File: src/rtl/ep0_irq_pkg.sv
// Package: shared flag positions and widths for the endpoint interrupt block.
// Assumes: twelve implemented flags, all other bits of the 32-bit word reserved.
package ep0_irq_pkg;
    localparam int NFLAG  = 12;
    localparam int DATA_W = 32;

    localparam int B_OUT_TOK   = 0;
    localparam int B_OUT_DATA  = 1;
    localparam int B_OUT_OVR   = 2;
    localparam int B_IN_TOK    = 3;
    localparam int B_IN_DONE   = 4;
    localparam int B_NAK       = 5;
    localparam int B_STALL     = 6;
    localparam int B_XACT_ERR  = 7;
    localparam int B_SETUP_TOK = 8;
    localparam int B_SETUP_DAT = 9;
    localparam int B_SETUP_ERR = 10;
    localparam int B_ZERO_LEN  = 11;

    typedef logic [NFLAG-1:0] flag_vec_t;

    // Flags that a SETUP token never clears
    localparam flag_vec_t STICKY_MASK = flag_vec_t'(1) << B_SETUP_TOK;
endpackage

File: src/rtl/ep0_setup_len_check.sv
// Module: compares the byte count of a received SETUP payload with the
// expected size and emits a one-cycle error strobe on mismatch.
// Assumes: setup_len is valid whenever data_stb is high.
module ep0_setup_len_check #(
    parameter int LEN_W     = 7,
    parameter int SETUP_LEN = 8
) (
    input  logic             data_stb,
    input  logic [LEN_W-1:0] setup_len,
    output logic             len_err_stb
);
    localparam logic [LEN_W-1:0] EXP_LEN = LEN_W'(SETUP_LEN);

    // Flag a payload whose length differs from the expected count
    always_comb begin
        len_err_stb = data_stb && (setup_len != EXP_LEN);
    end
endmodule

File: src/rtl/ep0_flag_cell.sv
// Module: one interrupt flag with set-dominant priority.
// A set strobe beats every clear. The hardware clear is ignored when STICKY = 1.
// Assumes: all inputs are synchronous to clk.
module ep0_flag_cell #(
    parameter bit STICKY = 1'b0
) (
    input  logic clk,
    input  logic rst_n,
    input  logic set_stb,
    input  logic sw_clr,
    input  logic hw_clr,
    output logic q
);
    logic clr_any;

    // Combine the clear sources permitted for this flag
    always_comb begin
        clr_any = sw_clr || (!STICKY && hw_clr);
    end

    // Flag storage: set wins, then clear, else hold
    always_ff @(posedge clk) begin
        if (!rst_n)
            q <= 1'b0;
        else if (set_stb)
            q <= 1'b1;
        else if (clr_any)
            q <= 1'b0;
    end
endmodule

File: src/rtl/ep0_flag_bank.sv
// Module: array of flag cells. Cells named in STICKY_MASK ignore the SETUP clear.
// Assumes: set, write-1-clear and SETUP clear vectors are one-cycle pulses.
module ep0_flag_bank
    import ep0_irq_pkg::*;
#(
    parameter int        N      = NFLAG,
    parameter flag_vec_t STICKY = STICKY_MASK
) (
    input  logic         clk,
    input  logic         rst_n,
    input  logic [N-1:0] set_vec,
    input  logic [N-1:0] w1c_vec,
    input  logic         setup_clr,
    output logic [N-1:0] flags
);
    for (genvar i = 0; i < N; i++) begin : g_cell
        ep0_flag_cell #(.STICKY(STICKY[i])) u_cell (
            .clk     (clk),
            .rst_n   (rst_n),
            .set_stb (set_vec[i]),
            .sw_clr  (w1c_vec[i]),
            .hw_clr  (setup_clr),
            .q       (flags[i])
        );
    end
endmodule

File: src/rtl/ep0_reg_port.sv
// Module: word-addressed register port. It decodes write-1-clear strobes for
// the status word, holds the enable word and muxes read data.
// Assumes: a write takes effect on the edge where bus_sel and bus_wr are high.
// Read data is combinational and does not depend on bus_sel.
module ep0_reg_port
    import ep0_irq_pkg::*;
#(
    parameter int ADDR_W = 2,
    parameter int N      = NFLAG,
    parameter int DW     = DATA_W
) (
    input  logic              clk,
    input  logic              rst_n,
    input  logic              bus_sel,
    input  logic              bus_wr,
    input  logic [ADDR_W-1:0] bus_addr,
    input  logic [DW-1:0]     bus_wdata,
    input  logic [N-1:0]      flags,
    output logic [N-1:0]      w1c_vec,
    output logic [N-1:0]      en_q,
    output logic [DW-1:0]     bus_rdata
);
    localparam logic [ADDR_W-1:0] A_STAT = ADDR_W'(0);
    localparam logic [ADDR_W-1:0] A_EN   = ADDR_W'(1);

    logic wr_stat, wr_en;

    // Decode the write target
    always_comb begin
        wr_stat = bus_sel && bus_wr && (bus_addr == A_STAT);
        wr_en   = bus_sel && bus_wr && (bus_addr == A_EN);
        w1c_vec = wr_stat ? bus_wdata[N-1:0] : '0;
    end

    // Enable word storage
    always_ff @(posedge clk) begin
        if (!rst_n)
            en_q <= '0;
        else if (wr_en)
            en_q <= bus_wdata[N-1:0];
    end

    // Read mux; reserved bits and unused addresses return zero
    always_comb begin
        bus_rdata = '0;
        case (bus_addr)
            A_STAT:  bus_rdata[N-1:0] = flags;
            A_EN:    bus_rdata[N-1:0] = en_q;
            default: bus_rdata = '0;
        endcase
    end
endmodule

File: src/rtl/ep0_irq_status.sv
// Module: control endpoint interrupt status block (top).
// It gathers event strobes into a set vector, drives the flag bank, the
// register port and the registered interrupt line.
// Assumes: synchronous active-low reset; every event input is a one-cycle strobe.
module ep0_irq_status
    import ep0_irq_pkg::*;
#(
    parameter int LEN_W     = 7,
    parameter int SETUP_LEN = 8,
    parameter int ADDR_W    = 2
) (
    input  logic              clk,
    input  logic              rst_n,
    input  logic              ev_out_tok,
    input  logic              ev_out_data,
    input  logic              ev_out_ovr,
    input  logic              ev_in_tok,
    input  logic              ev_in_done,
    input  logic              ev_nak,
    input  logic              ev_stall,
    input  logic              ev_xact_err,
    input  logic              ev_setup_tok,
    input  logic              ev_setup_data,
    input  logic [LEN_W-1:0]  setup_len,
    input  logic              ev_zero_len,
    input  logic              bus_sel,
    input  logic              bus_wr,
    input  logic [ADDR_W-1:0] bus_addr,
    input  logic [31:0]       bus_wdata,
    output logic [31:0]       bus_rdata,
    output logic              irq_o
);
    logic      len_err_stb;
    flag_vec_t set_vec, w1c_vec, flags_q, en_q;
    logic      irq_q;

    ep0_setup_len_check #(.LEN_W(LEN_W), .SETUP_LEN(SETUP_LEN)) u_len (
        .data_stb    (ev_setup_data),
        .setup_len   (setup_len),
        .len_err_stb (len_err_stb)
    );

    // Place each event strobe at its flag position
    always_comb begin
        set_vec              = '0;
        set_vec[B_OUT_TOK]   = ev_out_tok;
        set_vec[B_OUT_DATA]  = ev_out_data;
        set_vec[B_OUT_OVR]   = ev_out_ovr;
        set_vec[B_IN_TOK]    = ev_in_tok;
        set_vec[B_IN_DONE]   = ev_in_done;
        set_vec[B_NAK]       = ev_nak;
        set_vec[B_STALL]     = ev_stall;
        set_vec[B_XACT_ERR]  = ev_xact_err;
        set_vec[B_SETUP_TOK] = ev_setup_tok;
        set_vec[B_SETUP_DAT] = ev_setup_data;
        set_vec[B_SETUP_ERR] = len_err_stb;
        set_vec[B_ZERO_LEN]  = ev_zero_len;
    end

    ep0_flag_bank #(.N(NFLAG), .STICKY(STICKY_MASK)) u_bank (
        .clk       (clk),
        .rst_n     (rst_n),
        .set_vec   (set_vec),
        .w1c_vec   (w1c_vec),
        .setup_clr (ev_setup_tok),
        .flags     (flags_q)
    );

    ep0_reg_port #(.ADDR_W(ADDR_W), .N(NFLAG), .DW(DATA_W)) u_port (
        .clk       (clk),
        .rst_n     (rst_n),
        .bus_sel   (bus_sel),
        .bus_wr    (bus_wr),
        .bus_addr  (bus_addr),
        .bus_wdata (bus_wdata),
        .flags     (flags_q),
        .w1c_vec   (w1c_vec),
        .en_q      (en_q),
        .bus_rdata (bus_rdata)
    );

    // Register the masked OR so the line moves one cycle after the flags
    always_ff @(posedge clk) begin
        if (!rst_n)
            irq_q <= 1'b0;
        else
            irq_q <= |(flags_q & en_q);
    end

    assign irq_o = irq_q;
endmodule

File: config.mk
export PLATFORM = sky130hd
export DESIGN_NAME = ep0_irq_status
export DESIGN_NICKNAME = d
export VERILOG_FILES = /design/src/rtl/ep0_irq_pkg.sv /design/src/rtl/ep0_setup_len_check.sv /design/src/rtl/ep0_flag_cell.sv /design/src/rtl/ep0_flag_bank.sv /design/src/rtl/ep0_reg_port.sv /design/src/rtl/ep0_irq_status.sv
export SDC_FILE = /design/constraint.sdc
export NUM_CORES = 1
export LEC_CHECK = 0
export ABC_AREA = 1
export BUFFER_PORTS_ARGS = -buffer_cell sky130_fd_sc_hd__buf_2
export CAP_MARGIN = 30
export CORE_MARGIN = 3
export CORE_UTILIZATION = 44
export CTS_BUF_LIST = sky130_fd_sc_hd__clkbuf_8
export DETAILED_ROUTE_END_ITERATION = 6
export MAX_ROUTING_LAYER = met4
export PLACE_DENSITY = 0.84
export SLEW_MARGIN = 20
export SYNTH_ARGS = -nofsm -noshare
export SYNTH_HDL_FRONTEND = slang
export SYNTH_SLANG_ARGS = --single-unit
File: constraint.sdc
create_clock -name clk -period 1.1 [get_ports clk]
set_clock_uncertainty 0.05 [all_clocks]
set_input_delay 0.055 -clock clk [delete_from_list [all_inputs] [get_ports clk]]
set_output_delay 0.055 -clock clk [all_outputs]
set_load 0.02 [all_outputs]
==> impl_metrics.ini <==
[clocking]
htreeDepth = 1
cts_root_buf = clkbuf_8
worst_skew_pair.late_latency_ns = 0.27
cts_buffers = 3
cts_tree = yes
post_cts_buffers = 0
clk_path_buf_depth = 2
clkTransAtPathRegs_ns = 0.08
cts_sinks = 25

[timing]
fin_setup_tns_ns = 0
maxSlewViolCount = 0
setup_ws_ns = 0.0151
hold_viol_final = 0
fin_crit_ns = 1.08
fin_crit_sh_pct = 98.6
setup_viol = 0
fmax_ghz = 0.922

[routing]
detail_route.wl_per_cell_um = 10.7
vias_per_cell = 4.44
routed-via-count = 1508
wl_um = 3620
ant_nets = 0
dr.first_iter.drc_count = 59
firstDrtPassIters = 4
drc_errors = 0

[power]
vdd.ir_drop.worst_uv = 869
p_leak_nw = 1.00
power_mw = 1.97
powerDensity_nw_per_um2 = 1010

[layout]
fin_area_um2 = 1950
area_delta_synth_final_pct = 37.4
drive_gt1_share_pct = 26.8
fill_cells = 270
fin_util_pct = 66.8
final_nets = 355
antenna_cells = 0

[place]
place_ws_ns = 0.0778
numPortBuffers = 48
place.gp.congestion = 0.822
placedInstanceArea_um2 = 1670
dp_hpwl_um = 2610

[synthesis]
syn_area_per_cell_um2 = 6.23
syn_inst = 228
yosys.area.top_type_share_pct = 35.2
yosys_most_used_dff = dfxtp_1
seq_area_frac_synth_pct = 35.2
synth.distinct_cells = 20
synth_area_um2 = 1420
yosysMostFrequentCell = nand2_1
ys_ff_latch = 25
synth_edf_count = 0
synth.area.top_cells = dfxtp_1 35%, nand2_1 16%, buf_4 11%, nor2_1 9.5%, inv_1 9.3%
synth_commonest_cells = 59 x nand2_1, 36 x nor2_1, 35 x inv_1
async_flop_share_pct = 0
ys_warn_count = 0
yosysTopAreaCell = dfxtp_1

[global_route]
grt_pass1_wl_um = 6030
overflow = 0
grt_start_max_net_pins = 15
globalRouteTotalUtil_pct = 19.4
grt_pass1_vias = 1418
antenna_found_initial = 0

[floorplan]
die_x_um = 62.8
dieArea_um2 = 3950
die_y_um = 62.8
initial_core_util_pct = 48.6
ios = 89
core_area_um2 = 2920
rows = 19

[run_status]
outcome = complete, no violations

[setup_path]
path_class = register to output pin
crit_arrival_ns = 0.98
r2r_slack_ns = 0.17
cp_max_fo = 2
required_ns = 1.00
startpoint_type = register
endpoint_kind = output pin

[worst_hold_path]
hp-class = input pin to register

[job]
cap_violations = 0
-- layer usage --
layer | wire, µm | share of wire, % | vias up | global-route usage (%)
li1 | - | - | 787 | -
met1 | 1470 | 40 | 662 | 21.8
met2 | 1900 | 52 | 52 | 34.6
met3 | 200 | 5.5 | 7 | 2.88
met4 | 57 | 1.6 | 0 | 7.16
met5 | 0 | 0 | - | -
-- cells in the final DEF (no fill, tap or decap), types with 2 or more instances in the layout --
cell type	synthesis	final
buf_4	21	15
clkbuf_8	0	3
o21ai_0	15	5
nand2_1	59	59
nor2_1	36	36
buf_6	2	3
conb_1	1	20
dfxtp_2	0	9
a21oi_1	14	14
nand3_1	2	2
dfxtp_1	25	16
o21ai_2	0	4
inv_2	1	3
o21ai_1	7	13
inv_1	35	34
buf_2	1	38
dlygate4sd3_1	0	17
-- power breakdown --
group	switching (mW)	leakage [nW]	internal [mW]
logic	0.264	0.769	0.191
registers	0.0272	0.209	0.956
clock network	0.281	0.0269	0.250
-- layout make-up --
class	count	area, µm²	share of cell area, %
clock inverters	1	3.75	0.192
clock buffers	3	41.3	2.12
inverters	37	139	7.12
repair buffers	74	527	27.0
flip-flops and latches	25	512	26.2
multi-input cells	158	677	34.7
well taps	42	52.6	2.69
-- logic make-up after synthesis --
kind of cell,share of synthesized area (%)
AND/OR/NAND/NOR,26.7
AO/OA/AOI/OAI,14.2
buffers and inverters,23.6
flip-flops,35.2
other,0.264
-- flip-flops by register name, indices dropped and copies added, names as in the netlist --
| register | count |
|---|---|
| u_bank.g_cell.u_cell.q | 12 |
| u_port.en_q | 12 |
| irq_o | 1 |
-- per-stage QoR --
stage | instances | hold slack (ns)
finish | 340 | 0.00249
global route | 340 | 0.0207
CTS | 340 | 0.000549
detailed placement | 319 | 0.250
global placement | 319 | 0.246
floorplan | 247 | 0.139
-- worst paths after layout --
path,from,end,depth (start not counted)
min,bus_wdata[2],u_port.en_q[2]$_SDFFE_PN0P_,3
max reg2reg,u_port.en_q[6]$_SDFFE_PN0P_,irq_o$_SDFF_PN0_,6
max,u_bank.g_cell[9].u_cell.q$_SDFFE_PN0P_,bus_rdata[9],3
min reg2reg,u_port.en_q[8]$_SDFFE_PN0P_,u_port.en_q[8]$_SDFFE_PN0P_,2
-- worst max-delay path: stages (launching register included) --
cell	delay, ns
dfxtp_2	0.35
inv_2	0.04
o22ai_1	0.16
buf_4	0.17
-- repair_timing --
item	4_1_cts	5_1_grt
pin swaps	0	5
hold endpoints to repair	17	0
gates resized for setup	11	28
endpoints found under the setup margin	9	11
hold buffers	17	0
(Power assumes the default switching activity.)
